<file path="src/rtl/pm_lsu_pkg.sv">
package pm_lsu_pkg;

  localparam int unsigned INSTR_W = 16;
  localparam int unsigned OPC_W   = 4;
  localparam int unsigned REG_AW  = 4;
  localparam int unsigned MOD_W   = 4;
  localparam int unsigned DIR_W   = 8;

  localparam logic [OPC_W-1:0] OPC_LDH_DIR = 4'h2;
  localparam logic [OPC_W-1:0] OPC_STH_DIR = 4'h3;
  localparam logic [OPC_W-1:0] OPC_STH_IND = 4'h5;
  localparam logic [OPC_W-1:0] OPC_LDB_IND = 4'h6;
  localparam logic [OPC_W-1:0] OPC_STB_IND = 4'h7;
  localparam logic [OPC_W-1:0] OPC_LDH_IND = 4'hD;

  typedef enum logic [2:0] {
    ST_IDLE,
    ST_ACCESS,
    ST_WDATA,
    ST_WADDR,
    ST_DONE
  } lsu_state_e;

  typedef struct packed {
    logic              valid;
    logic              is_load;
    logic              is_half;
    logic              indirect;
    logic              upd_en;
    logic [REG_AW-1:0] rx;
    logic [REG_AW-1:0] ry;
    logic [MOD_W-1:0]  mod;
    logic [DIR_W-1:0]  dir;
  } lsu_uop_t;

endpackage

</file>
<file path="src/rtl/pm_lsu_rst_sync.sv">
module pm_lsu_rst_sync (
  input  logic clk,
  input  logic rst_n_i,
  output logic rst_n_o
);

  logic [1:0] sync_q;

  always_ff @(posedge clk or negedge rst_n_i) begin
    if (!rst_n_i) begin
      sync_q <= 2'b00;
    end else begin
      sync_q <= {sync_q[0], 1'b1};
    end
  end

  assign rst_n_o = sync_q[1];

endmodule

</file>
<file path="src/rtl/pm_lsu_decode.sv">
module pm_lsu_decode
  import pm_lsu_pkg::*;
(
  input  logic [INSTR_W-1:0] instr_i,
  output lsu_uop_t           uop_o
);

  localparam int unsigned OPC_LSB = INSTR_W - OPC_W;
  localparam int unsigned RX_LSB  = OPC_LSB - REG_AW;
  localparam int unsigned RY_LSB  = RX_LSB - REG_AW;

  logic [OPC_W-1:0] opc;

  assign opc = instr_i[OPC_LSB +: OPC_W];

  always_comb begin
    uop_o          = '0;
    uop_o.rx       = instr_i[RX_LSB +: REG_AW];
    uop_o.ry       = instr_i[RY_LSB +: REG_AW];
    uop_o.mod      = instr_i[0 +: MOD_W];
    uop_o.dir      = instr_i[0 +: DIR_W];
    unique case (opc)
      OPC_LDB_IND: begin
        uop_o.valid    = 1'b1;
        uop_o.is_load  = 1'b1;
        uop_o.indirect = 1'b1;
      end
      OPC_LDH_IND: begin
        uop_o.valid    = 1'b1;
        uop_o.is_load  = 1'b1;
        uop_o.is_half  = 1'b1;
        uop_o.indirect = 1'b1;
      end
      OPC_STB_IND: begin
        uop_o.valid    = 1'b1;
        uop_o.indirect = 1'b1;
      end
      OPC_STH_IND: begin
        uop_o.valid    = 1'b1;
        uop_o.is_half  = 1'b1;
        uop_o.indirect = 1'b1;
      end
      OPC_LDH_DIR: begin
        uop_o.valid    = 1'b1;
        uop_o.is_load  = 1'b1;
        uop_o.is_half  = 1'b1;
      end
      OPC_STH_DIR: begin
        uop_o.valid    = 1'b1;
        uop_o.is_half  = 1'b1;
      end
      default: uop_o.valid = 1'b0;
    endcase
    // the step applies only to indirect forms whose modifier top bit is clear
    uop_o.upd_en = uop_o.indirect & ~uop_o.mod[MOD_W-1];
  end

endmodule

</file>
<file path="src/rtl/pm_lsu_addrmod.sv">
module pm_lsu_addrmod #(
  parameter int unsigned AW    = 16,
  parameter int unsigned MOD_W = 4
) (
  input  logic [AW-1:0]    base_i,
  input  logic [MOD_W-1:0] mod_i,
  output logic [AW-1:0]    next_o
);

  localparam int unsigned SEL_W = MOD_W - 1;
  localparam int unsigned N_STP = 1 << SEL_W;
  localparam int unsigned HALF  = N_STP / 2;

  logic [AW-1:0] cand [N_STP];

  for (genvar i = 0; i < N_STP; i++) begin : g_step
    if (i < HALF) begin : g_inc
      assign cand[i] = base_i + AW'(i + 1);
    end else begin : g_dec
      assign cand[i] = base_i - AW'(i - HALF + 1);
    end
  end

  assign next_o = mod_i[MOD_W-1] ? base_i : cand[mod_i[SEL_W-1:0]];

endmodule

</file>
<file path="src/rtl/pm_lsu_ctrl.sv">
module pm_lsu_ctrl
  import pm_lsu_pkg::*;
(
  input  logic       clk,
  input  logic       rst_n,
  input  logic       start_i,
  input  logic       dec_valid_i,
  input  logic       is_load_i,
  input  logic       upd_en_i,
  input  logic       mem_rdy_i,
  output lsu_state_e state_o,
  output logic       accept_o,
  output logic       capture_o
);

  lsu_state_e state_q, state_d;

  assign accept_o  = (state_q == ST_IDLE) & start_i & dec_valid_i;
  assign capture_o = (state_q == ST_ACCESS) & mem_rdy_i;

  always_comb begin
    state_d = state_q;
    unique case (state_q)
      ST_IDLE: begin
        if (accept_o) state_d = ST_ACCESS;
      end
      ST_ACCESS: begin
        if (mem_rdy_i) begin
          if (is_load_i)     state_d = ST_WDATA;
          else if (upd_en_i) state_d = ST_WADDR;
          else               state_d = ST_DONE;
        end
      end
      ST_WDATA: begin
        state_d = upd_en_i ? ST_WADDR : ST_DONE;
      end
      ST_WADDR: state_d = ST_DONE;
      ST_DONE:  state_d = ST_IDLE;
      default:  state_d = ST_IDLE;
    endcase
  end

  always_ff @(posedge clk or negedge rst_n) begin
    if (!rst_n) begin
      state_q <= ST_IDLE;
    end else begin
      state_q <= state_d;
    end
  end

  assign state_o = state_q;

endmodule

</file>
<file path="src/rtl/pm_lsu.sv">
module pm_lsu
  import pm_lsu_pkg::*;
#(
  parameter int unsigned DATA_W = 16,
  parameter int unsigned ADDR_W = 16
) (
  input  logic                  clk,
  input  logic                  rst_n,
  input  logic [INSTR_W-1:0]    uinstr_i,
  input  logic                  ustart_i,
  output logic                  done_o,
  output logic [REG_AW-1:0]     rf_rd_x_addr_o,
  input  logic [DATA_W-1:0]     rf_rd_x_data_i,
  output logic [REG_AW-1:0]     rf_rd_y_addr_o,
  input  logic [DATA_W-1:0]     rf_rd_y_data_i,
  output logic                  rf_wr_en_o,
  output logic [REG_AW-1:0]     rf_wr_addr_o,
  output logic [DATA_W-1:0]     rf_wr_data_o,
  output logic                  mem_req_o,
  output logic [ADDR_W-1:0]     mem_addr_o,
  output logic                  mem_half_o,
  output logic                  mem_we_o,
  output logic [DATA_W-1:0]     mem_wdata_o,
  input  logic [DATA_W-1:0]     mem_rdata_i,
  input  logic                  mem_rdy_i
);

  localparam int unsigned BYTE_W  = 8;
  localparam int unsigned HI_W    = DATA_W - BYTE_W;
  localparam int unsigned DPAD_W  = ADDR_W - DIR_W - 1;

  logic        rst_n_int;
  lsu_uop_t    dec_uop;
  lsu_uop_t    uop_q;
  lsu_state_e  state;
  logic        accept;
  logic        capture;
  logic [DATA_W-1:0] rx_q;
  logic [ADDR_W-1:0] ry_q;
  logic [DATA_W-1:0] rdata_q;
  logic [ADDR_W-1:0] ry_next;
  logic [ADDR_W-1:0] dir_addr;
  logic [DATA_W-1:0] load_val;
  logic [DATA_W-1:0] store_val;

  pm_lsu_rst_sync u_rst_sync (
    .clk     (clk),
    .rst_n_i (rst_n),
    .rst_n_o (rst_n_int)
  );

  pm_lsu_decode u_decode (
    .instr_i (uinstr_i),
    .uop_o   (dec_uop)
  );

  pm_lsu_ctrl u_ctrl (
    .clk         (clk),
    .rst_n       (rst_n_int),
    .start_i     (ustart_i),
    .dec_valid_i (dec_uop.valid),
    .is_load_i   (uop_q.is_load),
    .upd_en_i    (uop_q.upd_en),
    .mem_rdy_i   (mem_rdy_i),
    .state_o     (state),
    .accept_o    (accept),
    .capture_o   (capture)
  );

  pm_lsu_addrmod #(
    .AW    (ADDR_W),
    .MOD_W (MOD_W)
  ) u_addrmod (
    .base_i (ry_q),
    .mod_i  (uop_q.mod),
    .next_o (ry_next)
  );

  // operand and result registers: data only, loaded under explicit enables
  always_ff @(posedge clk) begin
    if (accept) begin
      uop_q <= dec_uop;
      rx_q  <= rf_rd_x_data_i;
      ry_q  <= ADDR_W'(rf_rd_y_data_i);
    end
  end

  always_ff @(posedge clk) begin
    if (capture) begin
      rdata_q <= mem_rdata_i;
    end
  end

  assign rf_rd_x_addr_o = dec_uop.rx;
  assign rf_rd_y_addr_o = dec_uop.ry;

  assign dir_addr  = {{DPAD_W{1'b0}}, uop_q.dir, 1'b0};
  assign store_val = uop_q.is_half ? rx_q : {{HI_W{1'b0}}, rx_q[BYTE_W-1:0]};
  assign load_val  = uop_q.is_half ? rdata_q
                                   : {rx_q[DATA_W-1:BYTE_W], rdata_q[BYTE_W-1:0]};

  always_comb begin
    mem_req_o   = (state == ST_ACCESS) & uop_q.valid;
    mem_addr_o  = uop_q.indirect ? ry_q : dir_addr;
    mem_half_o  = mem_req_o & uop_q.is_half;
    mem_we_o    = mem_req_o & ~uop_q.is_load;
    mem_wdata_o = mem_we_o ? store_val : '0;
  end

  always_comb begin
    rf_wr_en_o   = (state == ST_WDATA) | (state == ST_WADDR);
    rf_wr_addr_o = (state == ST_WADDR) ? uop_q.ry : uop_q.rx;
    rf_wr_data_o = (state == ST_WADDR) ? DATA_W'(ry_next) : load_val;
    done_o       = (state == ST_DONE);
  end

endmodule

</file>
<file path="config.mk">
export PLATFORM = sky130hd
export DESIGN_NAME = pm_lsu
export DESIGN_NICKNAME = d
export VERILOG_FILES = /design/src/rtl/pm_lsu_pkg.sv /design/src/rtl/pm_lsu_rst_sync.sv /design/src/rtl/pm_lsu_decode.sv /design/src/rtl/pm_lsu_addrmod.sv /design/src/rtl/pm_lsu_ctrl.sv /design/src/rtl/pm_lsu.sv
export SDC_FILE = /design/constraint.sdc
export NUM_CORES = 1
export LEC_CHECK = 0
export ABC_CLOCK_PERIOD_IN_PS = 2000
export BUFFER_PORTS_ARGS = -buffer_cell sky130_fd_sc_hd__buf_2
export CORE_UTILIZATION = 35
export CTS_BUF_LIST = sky130_fd_sc_hd__clkbuf_4 sky130_fd_sc_hd__clkbuf_8
export CTS_CLUSTER_SIZE = 20
export DETAILED_ROUTE_END_ITERATION = 16
export MAX_ROUTING_LAYER = met4
export SYNTH_ARGS = -nofsm -noshare
export SYNTH_HDL_FRONTEND = slang
export SYNTH_SLANG_ARGS = --single-unit
</file>
<file path="constraint.sdc">
create_clock -name clk -period 2 [get_ports clk]
set_clock_uncertainty 0.15 [all_clocks]
set_input_delay 0.1 -clock clk [delete_from_list [all_inputs] [get_ports clk]]
set_output_delay 0.1 -clock clk [all_outputs]
set_load 0.02 [all_outputs]
</file>
# ---- After elaboration in Yosys (flattened, before gate mapping)
# Index checks and enable logic that the tools add are counted.
# Widths: inputs -> output; s select.
dict set report word_totals {
  regBits 78
  latch_bits 0
  ram_bits 0
  romBits 0
  input_bits 68
  output_inout_bits 65
  wordCells 71
  memories 0
}
dict set report op_classes {
  addsub 8
  n_mul 0
  div_mod_pow 0
  magnitude_cmp 1
  n_eq_ne 12
  shift 0
  n_mux 19
  bitwise_logic 11
  n_reduce_logical 6
}
# cell n
set ops {}
lappend ops {{$mux 16} 8}
lappend ops {{$bmux 16 s3} 1}
lappend ops {{$add 16x2->16 const B} 2}
lappend ops {{$sub 16x2->16 const B} 2}
lappend ops {{$add 16x1->16 const B} 1}
lappend ops {{$add 16x3->16 const B} 1}
lappend ops {{$sub 16x1->16 const B} 1}
lappend ops {{$sub 16x3->16 const B} 1}
lappend ops {{$eq 4x3->1 const B} 3}
lappend ops {{$mux 3} 4}
lappend ops {{$pmux 3 s4} 1}
lappend ops {{$eq 4x2->1 const B} 2}
lappend ops {{$reduce_or 4->1} 2}
lappend ops {{$and 1x1->1} 7}
lappend ops {{$eq 3x2->1 const B} 2}
lappend ops {{$reduce_or 6->1} 1}
lappend ops {{$eq 4x4->1 const B} 1}
lappend ops {{$ge 4x4->1 const B} 1}
lappend ops {{$mux 1} 4}
lappend ops {{$mux 4} 1}
lappend ops {{$ne 2x2->1 const B} 2}
lappend ops {{$not 3->4} 1}
lappend ops {{$eq 3x1->1 const B} 1}
lappend ops {{$eq 3x3->1 const B} 1}
lappend ops {{other kinds (5)} 6}

# ---- Logic depth before layout (Yosys ltp)
dict set report depth {
  ltp_word 6
  depth_mapped 9
  mapped_depth_nobuf 8
}

# ---- Modules after synthesis
# A second synthesis with hierarchy kept.
dict set report hier_totals {
  hier_cells 362
  area_unflattened_um2 4344.2
}
# mod n_inst cells_per_inst area_each_um2 seq_area_each_um2
set modules_own_cells {}
lappend modules_own_cells {pm_lsu 1 159 2896.5 2192.1}
lappend modules_own_cells {pm_lsu_addrmod 1 150 999.7 0.0}
lappend modules_own_cells {pm_lsu_decode 1 30 219.0 0.0}
lappend modules_own_cells {pm_lsu_ctrl 1 20 175.2 75.1}
lappend modules_own_cells {pm_lsu_rst_sync 1 3 53.8 50.0}

# ---- Worst setup path after synthesis
# OpenSTA, ideal clock, no wires.
dict set report synth_timing {
  path_type {register to register}
  start {register u_ctrl.state_q[1], in the netlist u_ctrl.state_o[1]}
  end {register uop_q (netlist bit dir_addr[4]), enable pin}
  setup_time_ns 0.577
  t_arrival_ns 5.319
  required_ns 1.273
  slack_ns -4.046
  path_stages_with_launch 3
  n_path_buf 1
  synth_period_minus_slack_ns 6.046
  path_cell_list {dfrtp_1 clkbuf_1 nor4_1}
}
dict set report synth_via {
  elab_chain_cells 3
}
# item line
set synth_lines {}
lappend synth_lines {{start, declared} pm_lsu_ctrl.sv:16} ;# lsu_state_e state_q, state_d;
lappend synth_lines {{start signal, assigned} pm_lsu_ctrl.sv:47} ;# state_q <= state_d;
lappend synth_lines {{$logic_not 3->1} pm_lsu_ctrl.sv:18} ;# assign accept_o = (state_q == ST_IDLE) & start_i & dec_valid_i;
lappend synth_lines {{$and 1x1->1 (2 in a row)} pm_lsu_ctrl.sv:18}
lappend synth_lines {{via accept} pm_lsu.sv:36} ;# logic accept;
lappend synth_lines {{end signal, assigned} pm_lsu.sv:82} ;# uop_q <= dec_uop;
lappend synth_lines {{end, declared} pm_lsu.sv:34} ;# lsu_uop_t uop_q;
# The timed path passes the listed nets, and every way through them passes these cells.
# A chain may end at the register's enable or synchronous reset.

# ---- Worst setup path after layout
dict set report layout_timing {
  start {register ry_q[1]}
  end {output port rf_wr_data_o[14]}
}
dict set report layout_via {
  elab_chain_cells 6
  elab_cells_between_ends 13
  classes_between {add/sub (8); mux (5)}
}
# item line
set layout_lines {}
lappend layout_lines {{start, declared} pm_lsu.sv:39} ;# logic [ADDR_W-1:0] ry_q;
lappend layout_lines {{start signal, assigned} pm_lsu.sv:84} ;# ry_q <= ADDR_W'(rf_rd_y_data_i);
lappend layout_lines {{$sub 16x3->16, or another cell as far along} pm_lsu_addrmod.sv:20} ;# assign cand[i] = base_i - AW'(i - HALF + 1);
lappend layout_lines {{$bmux 16 s3 *} pm_lsu_addrmod.sv:24} ;# assign next_o = mod_i[MOD_W-1] ? base_i : cand[mod_i[SEL_W-1:0]];
lappend layout_lines {{$mux 16 (implied by the code) * (2 in a row)} pm_lsu_addrmod.sv:24}
lappend layout_lines {{$mux 16 *} pm_lsu_addrmod.sv:24}
lappend layout_lines {{$mux 16 *} pm_lsu.sv:113} ;# rf_wr_data_o = (state == ST_WADDR) ? DATA_W'(ry_next) : load_val;
lappend layout_lines {{end, declared} pm_lsu.sv:18} ;# output logic [DATA_W-1:0] rf_wr_data_o,
# Every way passes the cells marked *; elsewhere a longest branch is shown, timed or not. The select of a mux whose other input is x is not followed.

==> results.json <==
{
  "io_pins": 133,
  "p_leak_nw": 2.79,
  "cts_root_buf": "clkbuf_8",
  "max_freq_ghz": 0.372,
  "die_w_um": 109,
  "timing.final.crit_period_ps": 2690,
  "synth.avg_cell_area_um2": 11.3,
  "crit_family": "compound AO/OA/AOI/OAI gates",
  "drive_gt1_share_pct": 52.0,
  "cap_violations": 0,
  "final_common_cell": "buf_2",
  "die-area_um2": 12000,
  "clkLatencyLatePin_ps": 350,
  "arrival_ps": 2440,
  "yosys_register_bits": 70,
  "required_ps": 1750,
  "clk_pin_slew_ps": 70,
  "wire_per_inst_um": 16.3,
  "hpwl_um": 8070,
  "swShare_pct": 31.5,
  "ir_worst_vdd_uv": 508,
  "routabilityCongestion": 0.890,
  "endpoint": "rf_wr_data_o[14]",
  "p_sw_mw": 1.60,
  "clock_path_buffers": 2,
  "num_rows": 38,
  "regArea_um2": 2080,
  "via_count": 3682,
  "worst-slew-pin-transition_ps": 551,
  "clock-sinks": 70,
  "fp.coreArea_um2": 11000,
  "fin_util_pct": 61.3,
  "power_frac_seq_pct": 38.3,
  "route.detailed.drc": 0,
  "grt_pass1_vias": 3828,
  "ys_async_sr_fraction_pct": 7.14,
  "cp_num_buf_inv": 3,
  "antenna_found_initial": 0,
  "hp-class": "in2reg",
  "p_comb_share_pct": 37.6,
  "ys_seq_area_share_pct": 51.5,
  "grt_use_total_pct": 21.5,
  "timing.rr.start": "u_ctrl.state_o[1]$_DFFE_PN0P_",
  "r2r_setup_slack_ps": 230,
  "synth.net_count": 435,
  "dr.pass1.iters": 4,
  "status": "finished, violations left",
  "path_class": "reg2out",
  "worst_slack_ps": -685,
  "crit_path_top_delay_cell": "edfxtp_1",
  "gr-total-overflow": 0,
  "cts_buffers": 9,
  "rsz0062_at_grt": "true",
  "die_h_um": 109,
  "mostFrequentLayoutCells": "96 x buf_2, 67 x dlygate4sd3_1, 65 x edfxtp_1, 65 x buf_4, 36 x buf_6",
  "start_util_pct": 36.6,
  "slew_violations": 0,
  "failed_checks": "negative setup slack",
  "yosys_warnings": 0,
  "setup_viol": 31,
  "vias_per_cell": 4.90,
  "r2r-end": "rx_q[15]$_DFFE_PP_",
  "numPortBuffers": 132,
  "ff2ff_path_depth": 3,
  "powerDensity_nw_per_um2": 751,
  "synth-edff-count": 65,
  "max_slew_margin_pct": 63.3,
  "clkPwrFrac_pct": 24.1,
  "grt_pass1_wl_um": 18600,
  "fin_hold_ws_ps": 30.1,
  "dr.first_iter.drc_count": 143,
  "grt_start_max_net_pins": 20,
  "finalHoldViolCount": 0,
  "cts_max_level": 3,
  "synth_ff_type": "edfxtp_1",
  "syn_inst": 358,
  "nets": 684,
  "timing.final.crit_share_pct": 134,
  "start_kind": "flop",
  "max_stage_delay_ps": 460,
  "crit_start": "ry_q[1]$_DFFE_PP_",
  "path_depth": 10,
  "syn_area_um2": 4040,
  "diodes": 0,
  "multi_input_area_um2": 2140,
  "fillers": 905,
  "wl_um": 12200,
  "cts_tree": "done",
  "end_kind": "output port",
  "synth_cell_type_count": 67,
  "cp_max_fo": 6,
  "crit_chain": "inv_2 > ha_4 > nor2b_4 > o311a_1 > buf_4 > a32oi_4 > nor3_2 > xnor2_1 > a21oi_2 > buf_6",
  "postRouteAntennaNets": 0,
  "area_growth_pct": 67.4,
  "internal-power_mw": 3.47
}
timing repair:
item,CTS,global route
gates resized for setup,100,47
hold endpoints to repair,70,0
pin swaps,30,29
endpoints found under the setup margin,37,38
gates cloned,2,0
hold buffers,67,0
setup buffers,11,7
routing by layer:
| metal | track usage, % | share of wire (%) |
|---|---|---|
| met2 | 36.5 | 51 |
| met5 | - | 0 |
| met4 | 6.76 | 2.0 |
| met3 | 4.92 | 4.9 |
| met1 | 25.3 | 42 |
Yosys cell counts (all sizes together) (9+ instances only):
| master | instances | area (um^2) |
|---|---|---|
| edfxtp | 65 | 1950 |
| nand2 | 35 | 131 |
| nor2b | 20 | 125 |
| o21ai | 20 | 100 |
| and2 | 19 | 119 |
| buf | 19 | 149 |
| a21oi | 17 | 88.8 |
| nor2 | 17 | 63.8 |
| xnor2 | 13 | 114 |
| and3 | 12 | 76.3 |
| clkbuf | 12 | 76.3 |
| a211oi | 10 | 80.1 |
| ha | 9 | 113 |
| mux2 | 9 | 101 |
metrics by stage:
| step | TNS, ps | total power, mW | std cells | worst slack, ps | area [um^2] |
|---|---|---|---|---|---|
| after CTS | -10760 | 4.95 | 746 | -704 | 6520 |
| after global placement | -3820 | 3.36 | 651 | -324 | 5200 |
| after global routing | -12910 | 5.31 | 751 | -811 | 6760 |
| final | -9960 | 5.07 | 751 | -685 | 6760 |
| after detailed placement | -4400 | 3.38 | 651 | -369 | 5200 |
| after floorplan | -48930 | 2.86 | 358 | -780 | 4200 |
how the worst min path moves through the flow:
| stage | endpoint | cells past startpoint | start |
|---|---|---|---|
| floorplan | u_rst_sync.sync_q[0]$_DFF_PN0_ | 0 | rst_n |
| global placement | u_rst_sync.sync_q[0]$_DFF_PN0_ | 1 | rst_n |
| detailed placement | u_rst_sync.sync_q[0]$_DFF_PN0_ | 1 | rst_n |
| CTS | uop_q[24]$_DFFE_PP_ | 3 | uinstr_i[15] |
| global route | uop_q[24]$_DFFE_PP_ | 3 | uinstr_i[15] |
| finish | uop_q[24]$_DFFE_PP_ | 3 | uinstr_i[15] |
kinds of logic (layout without fill, tap and decap cells):
logic type                 after synthesis  in the layout  synth area share [%]
adders and majority gates                9              9                  2.79
and+or+nand+nor                        135            135                  18.9
AOI/OAI and AO/OA                       75             75                  13.2
DFF                                     70             70                  51.5
other                                    1              1                0.0929
muxes                                   13             13                  3.50
buffers and inverters                   37            290                  6.14
xor gates and xnor gates                18             18                  3.91
power by group through the flow:
| stage | registers (mW) | logic [mW] | clock network [mW] |
|---|---|---|---|
| final | 1.94 | 1.91 | 1.22 |
| after global routing | 1.96 | 2.05 | 1.30 |
| after CTS | 1.93 | 1.78 | 1.25 |
| after detailed placement | 1.96 | 1.43 | 0 |
| after global placement | 1.95 | 1.41 | 0 |
| after floorplan | 1.92 | 0.931 | 0 |
sequential cells by signal (all words and copies together) (netlist names):
register	count
uop_q	16
rdata_q	16
u_ctrl.state_o	3
dir_addr	1
ry_q	16
u_rst_sync.sync_q	2
rx_q	16
worst reg2reg max path, cell delays in order (launching register included):
cell and delay (ps):
dfrtp_2 450, buf_4 180, nor4_4 350, buf_4 330
cell type report:
type                            instances  area share, %
Multi-Input combinational cell        251           31.7
Timing Repair Buffer                  269           31.5
Clock inverter                          5           1.11
Sequential cell                        70           30.8
Inverter                                6          0.370
Tap cell                              140           2.59
Clock buffer                           10           1.94
Note: power is estimated with default switching activity, not from simulation.
